==> src/rtl/wdt_pkg.sv <==
package wdt_pkg;
  localparam int         CNT_W  = 16;
  localparam logic [7:0] WR_KEY = 8'h5A;
  localparam logic [7:0] RD_KEY = 8'h69;
  localparam int         B_CLR  = 3;
  localparam int         B_IVAL = 4;
  localparam int         B_HOLD = 7;
  localparam int         N_TAPS = 4;

  // log2 of the period for each select code
  function automatic int tap_bits(int code);
    case (code)
      3:       return 6;
      2:       return 9;
      1:       return 13;
      default: return 15;
    endcase
  endfunction
endpackage

==> src/rtl/wdt_ctrl_regs.sv <==
module wdt_ctrl_regs
  import wdt_pkg::*;
(
  input  logic        clk_i,
  input  logic        rst_ni,
  input  logic        srst_i,
  input  logic        wr_en_i,
  input  logic [15:0] wdata_i,
  output logic [7:0]  ctrl_o,
  output logic        clr_o,
  output logic        bad_key_o
);
  localparam logic [7:0] KEEP_MASK = ~(8'(1) << B_CLR);

  logic [7:0] ctrl_q;
  logic       key_ok, upd;

  assign key_ok    = (wdata_i[15:8] == WR_KEY);
  assign upd       = wr_en_i & ~srst_i & key_ok;
  assign bad_key_o = wr_en_i & ~srst_i & ~key_ok;
  assign clr_o     = upd & wdata_i[B_CLR];
  assign ctrl_o    = ctrl_q;

  always_ff @(posedge clk_i or negedge rst_ni) begin
    if (!rst_ni)     ctrl_q <= '0;
    else if (srst_i) ctrl_q <= '0;
    else if (upd)    ctrl_q <= wdata_i[7:0] & KEEP_MASK;
  end

  assert_badkey_keeps_ctrl_R3: assert property (@(posedge clk_i) disable iff (!rst_ni)
    bad_key_o |=> $stable(ctrl_q));
  assert_srst_zero_ctrl_R9: assert property (@(posedge clk_i) disable iff (!rst_ni)
    srst_i |=> (ctrl_q == 8'h00));
  assert_no_write_in_srst_R11: assert property (@(posedge clk_i) disable iff (!rst_ni)
    (srst_i && wr_en_i) |-> (!clr_o && !bad_key_o));
endmodule

==> src/rtl/wdt_counter.sv <==
module wdt_counter
  import wdt_pkg::*;
#(
  parameter int W = CNT_W
) (
  input  logic       clk_i,
  input  logic       rst_ni,
  input  logic       srst_i,
  input  logic       tick_i,
  input  logic       hold_i,
  input  logic       clr_i,
  input  logic [1:0] tap_sel_i,
  output logic       ovf_o
);
  logic [W-1:0]      cnt_q;
  logic [N_TAPS-1:0] low_full;
  logic              en;

  for (genvar g = 0; g < N_TAPS; g++) begin : g_tap
    localparam int K = tap_bits(g);
    assign low_full[g] = &cnt_q[K-1:0];
  end

  assign en    = tick_i & ~hold_i & ~srst_i & ~clr_i;
  assign ovf_o = en & low_full[tap_sel_i];

  always_ff @(posedge clk_i or negedge rst_ni) begin
    if (!rst_ni)              cnt_q <= '0;
    else if (srst_i || clr_i) cnt_q <= '0;
    else if (en)              cnt_q <= cnt_q + 1'b1;
  end

  assert_hold_stable_R8: assert property (@(posedge clk_i) disable iff (!rst_ni)
    (hold_i && !srst_i && !clr_i) |=> $stable(cnt_q));
  assert_clear_zero_R7: assert property (@(posedge clk_i) disable iff (!rst_ni)
    (clr_i || srst_i) |=> (cnt_q == '0));
  assert_ovf_needs_tick_R4: assert property (@(posedge clk_i) disable iff (!rst_ni)
    ovf_o |-> (tick_i && !hold_i));
endmodule

==> src/rtl/wdt_cause.sv <==
module wdt_cause (
  input  logic clk_i,
  input  logic rst_ni,
  input  logic ovf_i,
  input  logic ival_i,
  input  logic bad_key_i,
  input  logic flag_wr_i,
  input  logic flag_bit_i,
  output logic sys_rst_o,
  output logic flag_o,
  output logic irq_o
);
  logic rst_q, flag_q, fault;

  assign fault     = ~rst_q & (bad_key_i | (ovf_i & ~ival_i));
  assign sys_rst_o = rst_q;
  assign flag_o    = flag_q;
  assign irq_o     = flag_q & ival_i;

  always_ff @(posedge clk_i or negedge rst_ni) begin
    if (!rst_ni) begin
      rst_q  <= 1'b0;
      flag_q <= 1'b0;
    end else begin
      rst_q <= fault;
      if (!rst_q && (bad_key_i || ovf_i)) flag_q <= 1'b1;
      else if (!rst_q && flag_wr_i)       flag_q <= flag_q & flag_bit_i;
    end
  end

  assert_pulse_single_R11: assert property (@(posedge clk_i) disable iff (!rst_ni)
    rst_q |=> !rst_q);
  assert_flag_with_reset_R9: assert property (@(posedge clk_i) disable iff (!rst_ni)
    rst_q |-> flag_q);
  assert_flag_sticky_R10: assert property (@(posedge clk_i) disable iff (!rst_ni)
    (flag_q && !flag_wr_i) |=> flag_q);
  assert_ival_no_reset_R6: assert property (@(posedge clk_i) disable iff (!rst_ni)
    (ovf_i && ival_i && !bad_key_i) |=> (!rst_q && flag_q));
endmodule

==> src/rtl/keyed_wdt.sv <==
module keyed_wdt
  import wdt_pkg::*;
(
  input  logic        clk_i,
  input  logic        rst_ni,
  input  logic        tick_i,
  input  logic        sel_i,
  input  logic        wr_i,
  input  logic        addr_i,
  input  logic [15:0] wdata_i,
  output logic [15:0] rdata_o,
  output logic        sys_rst_o,
  output logic        irq_o
);
  logic [7:0] ctrl;
  logic       clr, bad_key, ovf, flag, srst;
  logic       ctrl_wr, flag_wr;

  assign ctrl_wr   = sel_i & wr_i & ~addr_i;
  assign flag_wr   = sel_i & wr_i & addr_i;
  assign sys_rst_o = srst;

  wdt_ctrl_regs u_regs (
    .clk_i     (clk_i),
    .rst_ni    (rst_ni),
    .srst_i    (srst),
    .wr_en_i   (ctrl_wr),
    .wdata_i   (wdata_i),
    .ctrl_o    (ctrl),
    .clr_o     (clr),
    .bad_key_o (bad_key)
  );

  wdt_counter #(.W(CNT_W)) u_cnt (
    .clk_i     (clk_i),
    .rst_ni    (rst_ni),
    .srst_i    (srst),
    .tick_i    (tick_i),
    .hold_i    (ctrl[B_HOLD]),
    .clr_i     (clr),
    .tap_sel_i (ctrl[1:0]),
    .ovf_o     (ovf)
  );

  wdt_cause u_cause (
    .clk_i      (clk_i),
    .rst_ni     (rst_ni),
    .ovf_i      (ovf),
    .ival_i     (ctrl[B_IVAL]),
    .bad_key_i  (bad_key),
    .flag_wr_i  (flag_wr),
    .flag_bit_i (wdata_i[0]),
    .sys_rst_o  (srst),
    .flag_o     (flag),
    .irq_o      (irq_o)
  );

  always_comb begin
    if (addr_i) rdata_o = {15'b0, flag};
    else        rdata_o = {RD_KEY, ctrl};
  end

  assert_badkey_resets_R3: assert property (@(posedge clk_i) disable iff (!rst_ni)
    (ctrl_wr && wdata_i[15:8] != WR_KEY && !sys_rst_o) |=> sys_rst_o);
  assert_ctrl_bit3_low_R2: assert property (@(posedge clk_i) disable iff (!rst_ni)
    !addr_i |-> (rdata_o[B_CLR] == 1'b0));
endmodule

==> config.mk <==
export PLATFORM = sky130hd
export DESIGN_NAME = keyed_wdt
export DESIGN_NICKNAME = d
export VERILOG_FILES = /design/src/rtl/wdt_pkg.sv /design/src/rtl/wdt_ctrl_regs.sv /design/src/rtl/wdt_counter.sv /design/src/rtl/wdt_cause.sv /design/src/rtl/keyed_wdt.sv
export SDC_FILE = /design/constraint.sdc
export NUM_CORES = 1
export LEC_CHECK = 0
export BUFFER_PORTS_ARGS = -buffer_cell sky130_fd_sc_hd__buf_4
export CORE_MARGIN = 4
export CORE_UTILIZATION = 45
export DETAILED_ROUTE_END_ITERATION = 8
export GPL_TIMING_DRIVEN = 0
export PLACE_DENSITY = 0.71
export REMOVE_ABC_BUFFERS = 1
export SLEW_MARGIN = 20
export SYNTH_ARGS = -nofsm -noshare
export SYNTH_HDL_FRONTEND = slang
export SYNTH_SLANG_ARGS = --single-unit
export TNS_END_PERCENT = 100
==> constraint.sdc <==
create_clock -name clk_i -period 2.68 [get_ports clk_i]
set_clock_uncertainty 0.15 [all_clocks]
set_input_delay 0.268 -clock clk_i [delete_from_list [all_inputs] [get_ports clk_i]]
set_output_delay 0.268 -clock clk_i [all_outputs]
set_load 0.1 [all_outputs]
# == After elaboration in Yosys (flattened, before gate mapping) ==
# Index checks and enable logic that the tools add are counted.
# totals
reg_bits,26
output_inout_bits,18
elab_cells,50
# op_classes
addsub,1
n_lt_le_gt_ge,1
eq_ne,1
muxes,9
n_bitwise,22
n_reduce_logical,12
# op_table
cell,count
2-to-1 mux 16 bit,2
adder 16 x 1 -> 16 bit (second input constant),1
2-to-1 mux 8 bit,2
bitwise AND 1 bit,15
2-to-1 mux 15 bit,1
AND reduction 15 bit,1
AND reduction 13 bit,1
AND reduction 9 bit,1
equality test 8 x 7 -> 1 bit (second input constant),1
inverter 1 bit,6
AND reduction 6 bit,1
nonzero test 2 bit,3
less-than comparator 2 x 3 -> 1 bit (second input constant),1
2-to-1 mux 1 bit,3
binary-select mux 1 bit (select 2 bit),1
logical AND 1 bit,2
logical OR 1 bit,2
zero test 1 bit,1
bitwise OR 1 bit,1

# == Logic depth before layout (Yosys ltp) ==
# Gate-level depths: netlist (run 1).
# logic_depth
depth_word,11
ltp_mapped,9

# == Cells and area by module ==
# A second synthesis (run 1) with hierarchy kept.
# unflattened
hier_cells,162
hier_area_um2,1506.4
# modules_own_cells
mod,n_inst,cells_per_inst,area_per_inst_um2
wdt_counter,1,94,828.3
wdt_ctrl_regs,1,38,439.2
keyed_wdt,1,20,141.4
wdt_cause,1,10,97.6

# == Worst setup path after synthesis (run 1) ==
# Ideal clock, no wire load.
# synth_timing
kind,reg2reg
from,"reg u_cause.rst_q, in the netlist u_cause.sys_rst_o"
to,reg u_cnt.cnt_q[0]
setup_time_ns,0.132
arrival_time_ns,1.878
required_ns,2.398
path_slack_ns,0.521
path_stages_with_launch,6
n_path_buf,2
cell_sequence,dfrtp_1 > nor3_1 > a41o_2 > buf_6 > clkbuf_1 > nor2_1
# synth_between
elab_chain_len,7
# synth_rtl
item,line_no,rtl
from (decl),wdt_cause.sv:13,"logic rst_q, flag_q, fault;"
from (signal assigned),wdt_cause.sv:25,rst_q <= fault;
inverter 1 bit,"wdt_ctrl_regs.sv:19, wdt_counter.sv:24",
bitwise AND 1 bit (2 in a row),wdt_ctrl_regs.sv:19,assign upd = wr_en_i & ~srst_i & key_ok;
bitwise AND 1 bit,wdt_ctrl_regs.sv:21,assign clr_o = upd & wdata_i[B_CLR];
inverter 1 bit,wdt_counter.sv:24,assign en = tick_i & ~hold_i & ~srst_i & ~clr_i;
bitwise AND 1 bit,wdt_counter.sv:24,
nonzero test 2 bit (no source line),--,
to (signal assigned),wdt_counter.sv:30,else if (en) cnt_q <= cnt_q + 1'b1;
to (decl),wdt_counter.sv:15,logic [W-1:0] cnt_q;
# Parallel ways exist; a longest one is shown, timed or not.
# A chain may end at the register's enable or synchronous reset.

# == Final worst setup path (run 1) ==
# layout_timing
from,reg u_cnt.cnt_q[0]
to,reg u_cnt.cnt_q[14]
# layout_between
elab_chain_len,3
# layout_rtl
item,line_no,rtl
adder 16 x 1 -> 16 bit,wdt_counter.sv:30,
2-to-1 mux 16 bit,wdt_counter.sv:30,
2-to-1 mux 16 bit,wdt_counter.sv:29,else if (srst_i || clr_i) cnt_q <= '0;
# Every way passes these cells. The select of a mux whose other input is x is not followed.

==> reports/qor.yml, run 1 <==
logic_synthesis:
  yosysWarnings: 0
  synth-simple-area-share: 0.273
  synth_seq_cells: 24
  synth_adder_area_share: 0.0182
  ys_seq_area_frac: 0.436
  muxShareOfSynthArea: 0.0654
  synth-compound-area-share: 0.0754
  syn_area_um2: 1380
  synth.avg_cell_area_um2: 9.70
  synth_xor_area_frac: 0.0636
  synth_top_family_by_area: "simple AND/OR/NAND/NOR gates"
  synth.distinct_cells: 34
  netlist_instances: 142
placed_design:
  numPortBuffers: 34
  place_hpwl_mm: 2.25
  gp_congestion: 0.751
  post-place-ws_ns: 0.523
drt:
  vias: 1120
  drtIter0Drc: 32
  totalWireLength_mm: 2.92
  maxUsedRoutingLayer: "met4"
  firstDrtPassIters: 4
  drc: 0
  ant_nets: 0
  avgViaCountPerCell: 5.46
  wl_met2_mm: 1.54
  wl_met1_mm: 1.25
  wl_met3_um: 106
  wl_per_cell_um: 14.2
global_route:
  first_global_vias: 1133
  antenna_found_initial: 0
  grt_max_degree: 25
  grt_use_total: 0.155
  grt_pass1_wl_mm: 5.07
  grt_overflow: 0
floorplanning:
  die-area_um2: 4010
  start_util: 0.487
  row_count: 19
  ioPinCount: 40
  dieWidth_um: 63.3
  die_h_um: 63.3
  coreArea_um2: 2830
clock_network:
  cts_max_path_buffers: 2
  cts_sinks: 24
  cts_resized: 0
  root_buffer: "clkbuf_4"
  clk_latency_ns: 0.31
  cts_tree: "built"
  cts.hold.buffers_added: 1
  path_clk_slew_ns: 0.13
  cts_made_buffers: 3
  cts_setup_buffers: 0
  htreeDepth: 1
sta:
  finalSetupViolations: 0
  fin_crit_sh: 0.823
  fmax_ghz: 0.454
  setup_ws_ns: 0.475
  finalSetupTns_ns: 0
  hold_viol_final: 0
  layout_min_cycle_time_ns: 2.20
  slew_violations: 0
  grt_setup_unrepaired: "false"
  worst_slew_pin_slew_ns: 0.506
  maxSlewHeadroom: 0.658
cells_and_area:
  mostFrequentLayoutCell: "buf_4"
  finalNetCount: 199
  n_fill_cell: 249
  drive_above_1_share: 0.293
  antennaDiodeCount: 0
  syn_to_final_growth_pct: 20.1
  mostFrequentLayoutCells: "buf_4, dfrtp_1, nand2_1"
  utilization: 0.585
power_and_ir_drop:
  report.power.total_w: 0.000837
  p_per_area_nw_per_um2: 506
  ir_worst_vdd_v: 0.000293
  p_leak_nw: 0.813
worst_setup_path:
  worstSetupPathType: "flip-flop to flip-flop"
  critPathArrivalTime_ns: 2.30
  start_kind: "flip-flop"
  required_ns: 2.78
  end_kind: "flip-flop"
  ff2ff_path_depth: 5
  critPathMaxFanout: 5
worst_hold_path:
  hp-class: "input pin to flip-flop"
  holdPathStages: 2
run_status:
  outcome: "finished clean"
run:
  maxCapViolCount: 0
state kept, by name, indices dropped and copies added (netlist names):
name / cells
u_cnt.cnt_q: 15
u_regs.ctrl_o: 7
u_cause.flag_o: 1
u_cause.sys_rst_o: 1
stage by stage:
step | hold WS (ns) | instance area, um2 | instances
after floorplan | -0.178 | 1310 | 135
after global placement | 0.0313 | 1610 | 200
after detailed placement | 0.0345 | 1610 | 200
after CTS | 0.0266 | 1650 | 205
after global routing | 0.0124 | 1650 | 205
final | 0.0267 | 1650 | 205
worst max-delay path, cell delays in order (launching register included):
cell and delay [ns]:
dfrtp_1 0.41, ha_1 0.27, nand2_1 0.10, or4_4 0.57, or4_1 0.49, a21oi_1 0.16
path summary, 6_finish.rpt:
path                                        startpoint                      endpoint  slack (ns)
hold / removal                              wdata_i[1]  u_regs.ctrl_o[1]$_DFFE_PN0P_        0.03
setup / recovery            u_cnt.cnt_q[0]$_DFFE_PN0P_   u_cnt.cnt_q[14]$_DFFE_PN0P_        0.48
setup reg to reg            u_cnt.cnt_q[0]$_DFFE_PN0P_   u_cnt.cnt_q[14]$_DFFE_PN0P_        0.48
max in group asynchronous                       rst_ni    u_cause.flag_o$_DFFE_PN0P_        1.93
hold reg to reg            u_cnt.cnt_q[11]$_DFFE_PN0P_   u_cnt.cnt_q[11]$_DFFE_PN0P_        0.42
min in group asynchronous                       rst_ni   u_cnt.cnt_q[10]$_DFFE_PN0P_        0.22
cells in the mapped netlist:
library cell,number,area share
a21oi_1,8,0.029
a41o_2,1,0.0082
and2_1,3,0.014
and4_1,1,0.0064
and4_2,1,0.0073
and4b_1,1,0.0073
buf_4,8,0.044
buf_6,1,0.0082
clkbuf_1,2,0.0055
conb_1,1,0.0027
dfrtp_1,24,0.44
ha_1,2,0.018
inv_1,3,0.0082
mux2_2,8,0.065
nand2_1,15,0.041
nand3_1,4,0.015
nand4_1,4,0.018
nand4_2,1,0.0091
nor2_1,12,0.033
nor2b_1,14,0.064
nor3_1,2,0.0073
nor4_1,1,0.0045
nor4bb_1,2,0.015
o21ai_0,2,0.0073
o221ai_1,1,0.0064
o31ai_1,3,0.016
o41a_1,1,0.0082
or2b_1,1,0.0055
or3_1,2,0.0091
or3_2,1,0.0055
or4_1,1,0.0055
or4_4,1,0.0082
xnor2_1,1,0.0064
xor2_1,9,0.057
layer usage:
metal,track usage,up-vias
met5,0,-
met4,0.0377,0
met3,0.0284,2
met2,0.272,23
met1,0.196,550
li1,-,545
logic make-up after synthesis:
| family | after synthesis |
|---|---|
| buffers and inverters | 14 |
| AND/OR/NAND/NOR | 67 |
| multiplexers | 8 |
| XOR/XNOR | 10 |
| other | 1 |
| flip-flops | 24 |
| AO/OA/AOI/OAI | 16 |
| adder cells (fa/ha/maj) | 2 |
final cells by class:
cell class / count / area [um2] / share of cell area
multi-input combinational: 108 / 702 / 0.424
sequential: 24 / 601 / 0.363
timing repair buffer: 35 / 265 / 0.160
tap: 31 / 38.8 / 0.0234
clock buffer: 4 / 36.3 / 0.0219
inverter: 3 / 11.3 / 0.00681
where the power goes:
| group | internal (W) | leakage [nW] | switching [W] |
|---|---|---|---|
| Sequential | 0.000395 | 0.327 | 0.0000400 |
| Clock | 0.0000829 | 0.0210 | 0.000111 |
| Combinational | 0.0000700 | 0.465 | 0.000139 |
No activity file was read; power rests on OpenSTA's default activity.
==> run 2: changes to the inputs <==
--- a/config.mk
+++ b/config.mk
@@ -10,7 +10,7 @@
 export CORE_UTILIZATION = 45
 export DETAILED_ROUTE_END_ITERATION = 8
 export GPL_TIMING_DRIVEN = 0
-export PLACE_DENSITY = 0.71
+export PLACE_DENSITY = 0.74
 export REMOVE_ABC_BUFFERS = 1
 export SLEW_MARGIN = 20
 export SYNTH_ARGS = -nofsm -noshare
==> constraint.sdc (replaced) <==
create_clock -name clk_i -period 2 [get_ports clk_i]
set_clock_uncertainty 0.15 [all_clocks]
set_input_delay 0.2 -clock clk_i [delete_from_list [all_inputs] [get_ports clk_i]]
set_output_delay 0.2 -clock clk_i [all_outputs]
set_load 0.1 [all_outputs]
==> run 2 against run 1 <==
Maximum frequency is 10% higher. Final cell count is 6.8% higher. Register-to-register slack worse by 0.47 ns. Flip-flop and latch count stayed put. Critical path depth is 1 lower. Die area stayed put. Via count is 7.6% higher. Routed wire length is 12% higher. Sequential power is 33% higher. Largest cell class unchanged.
==> reports/qor.yml, run 2 (same netlist as run 1, synthesis figures left out) <==
run_status:
  outcome: "finished clean"
global_route:
  grtUsageMet3: 0.0302
  grt_pass1_wl_mm: 5.40
  grt_max_degree: 25
  grt_use_total: 0.166
  antenna_found_initial: 0
  grt-busiest-layer: "met2"
  met2_usage: 0.308
  first_global_vias: 1180
  grt_overflow: 0
  grt_util_met1: 0.187
sta:
  fmax_ghz: 0.501
  maxSlewHeadroom: 0.612
  slew_violations: 0
  fin_crit_sh: 0.998
  hold_viol_final: 0
  finalSetupViolations: 0
  whs_ns: 0.110
  layout_min_cycle_time_ns: 2.00
  worst_slew_pin_slew_ns: 0.574
  grt_setup_unrepaired: "true"
clock_network:
  clk_latency_ns: 0.31
  cts_max_path_buffers: 2
  root_buffer: "clkbuf_4"
  htreeDepth: 1
  cts_made_buffers: 3
  cts_sinks: 24
  cts_tree: "built"
  path_clk_slew_ns: 0.12
cells_and_area:
  finalNetCount: 214
  seq_area_um2: 601
  finalNonFillerCells: 219
  antennaDiodeCount: 0
  largest_reg_flops: 15
  n_fill_cell: 226
  multi_input_area_um2: 739
  syn_to_final_growth_pct: 31.2
  mostFrequentLayoutCells: "buf_4, dfrtp_1, nand2_1"
  largest-register: "u_cnt.cnt_q"
  mostFrequentLayoutCell: "buf_4"
  design_area_um2: 1810
  drive_above_1_share: 0.340
  utilization: 0.639
power_and_ir_drop:
  ir_worst_vdd_v: 0.000559
  p_seq_frac: 0.486
  intPower_w: 0.000769
  p_per_area_nw_per_um2: 657
  swShare: 0.353
  pwr-share-comb: 0.341
  p_switching_w: 0.000419
  p_leak_nw: 0.879
  power_frac_clock: 0.173
worst_setup_path:
  end_kind: "flip-flop"
  critPathArrivalTime_ns: 2.09
  critPathMaxFanout: 5
  path_cells: "or2b_1 > or4_4 > or4_4 > a21oi_2"
  start_kind: "flip-flop"
  slowest_delay_ns: 0.55
  crit_slowest_cell: "or4_4"
  cpMostUsedCell: "or4_4"
  required_ns: 2.10
  worstSetupPathType: "flip-flop to flip-flop"
floorplanning:
  start_util: 0.487
  dieWidth_um: 63.3
  ioPinCount: 40
  coreArea_um2: 2830
  die-area_um2: 4010
  row_count: 19
  die_h_um: 63.3
run:
  maxCapViolCount: 0
drt:
  wl_per_cell_um: 14.9
  drtIter0Drc: 42
  ant_nets: 0
  firstDrtPassIters: 4
  avgViaCountPerCell: 5.50
  vias: 1205
  totalWireLength_mm: 3.26
  drc: 0
placed_design:
  gp_congestion: 0.765
  numPortBuffers: 34
  place_area_um2: 1610
  placed_cells: 200
  place_hpwl_mm: 2.17
worst_hold_path:
  hp-class: "input pin to flip-flop"
## run 2: cell types whose count changed in the layout (fill, tap and decap cells not counted), sizes merged
cell and delta:
dlygate4sd3 +7, buf +8, clkbuf -1
## run 2: repair_timing
action                                 in CTS  in global routing
gates resized for setup                     3                  5
setup endpoints to repair                   9                 19
pin swaps                                   1                  3
endpoints found under the hold margin      31                  0
hold buffers                                8                  0
setup buffers                               6                  2
## run 2: area by class of cell
cell class              count  area share
flip-flops and latches     24       0.332
multi-input cells         108       0.409
well taps                  31      0.0215
clock buffers               3      0.0125
repair buffers             50       0.219
inverters                   3     0.00623
## run 2: power by group through the flow
| stage | Clock, W | Sequential [W] | Combinational, W |
|---|---|---|---|
| after floorplan | 0 | 0.000586 | 0.000193 |
| after global placement | 0 | 0.000586 | 0.000269 |
| after global routing | 0.000233 | 0.000584 | 0.000436 |
| final | 0.000205 | 0.000578 | 0.000405 |
| after CTS | 0.000212 | 0.000569 | 0.000387 |
| after detailed placement | 0 | 0.000591 | 0.000277 |
## run 2: path summary, 6_finish.rpt
kind	slack, ns	endpoint	start	cells after the start
max	0.003	u_cnt.cnt_q[14]$_DFFE_PN0P_	u_regs.ctrl_o[7]$_DFFE_PN0P_	4
min	0.11	u_cause.sys_rst_o$_DFF_PN0_	wdata_i[13]	5
max reg2reg	0.003	u_cnt.cnt_q[14]$_DFFE_PN0P_	u_regs.ctrl_o[7]$_DFFE_PN0P_	4
min reg2reg	0.42	u_cnt.cnt_q[11]$_DFFE_PN0P_	u_cnt.cnt_q[11]$_DFFE_PN0P_	2
max in group asynchronous	1.30	u_regs.ctrl_o[6]$_DFFE_PN0P_	rst_ni	2
min in group asynchronous	0.15	u_cnt.cnt_q[5]$_DFFE_PN0P_	rst_ni	2
## run 2: critical path: cells and delay by family, from the launching register on
family	cells	cell delay, ns
and+or+nand+nor	3	1.24
AOI/OAI and AO/OA	1	0.13
DFF	1	0.42
## run 2: metal layers
metal	vias up	wire, um	share of wire
met5	-	0	0
met4	0	34	0.010
met3	6	170	0.052
met2	34	1760	0.54
met1	593	1300	0.40
li1	572	-	-
## run 2: per-stage QoR
stage | setup slack (ns) | TNS (ns) | total power [W]
global route | -0.0264 | -0.0264 | 0.00125
floorplan | -1.20 | -6.71 | 0.000779
global placement | -0.0974 | -0.138 | 0.000855
finish | 0.00334 | 0 | 0.00119
CTS | -0.0307 | -0.0307 | 0.00117
detailed placement | -0.125 | -0.176 | 0.000868
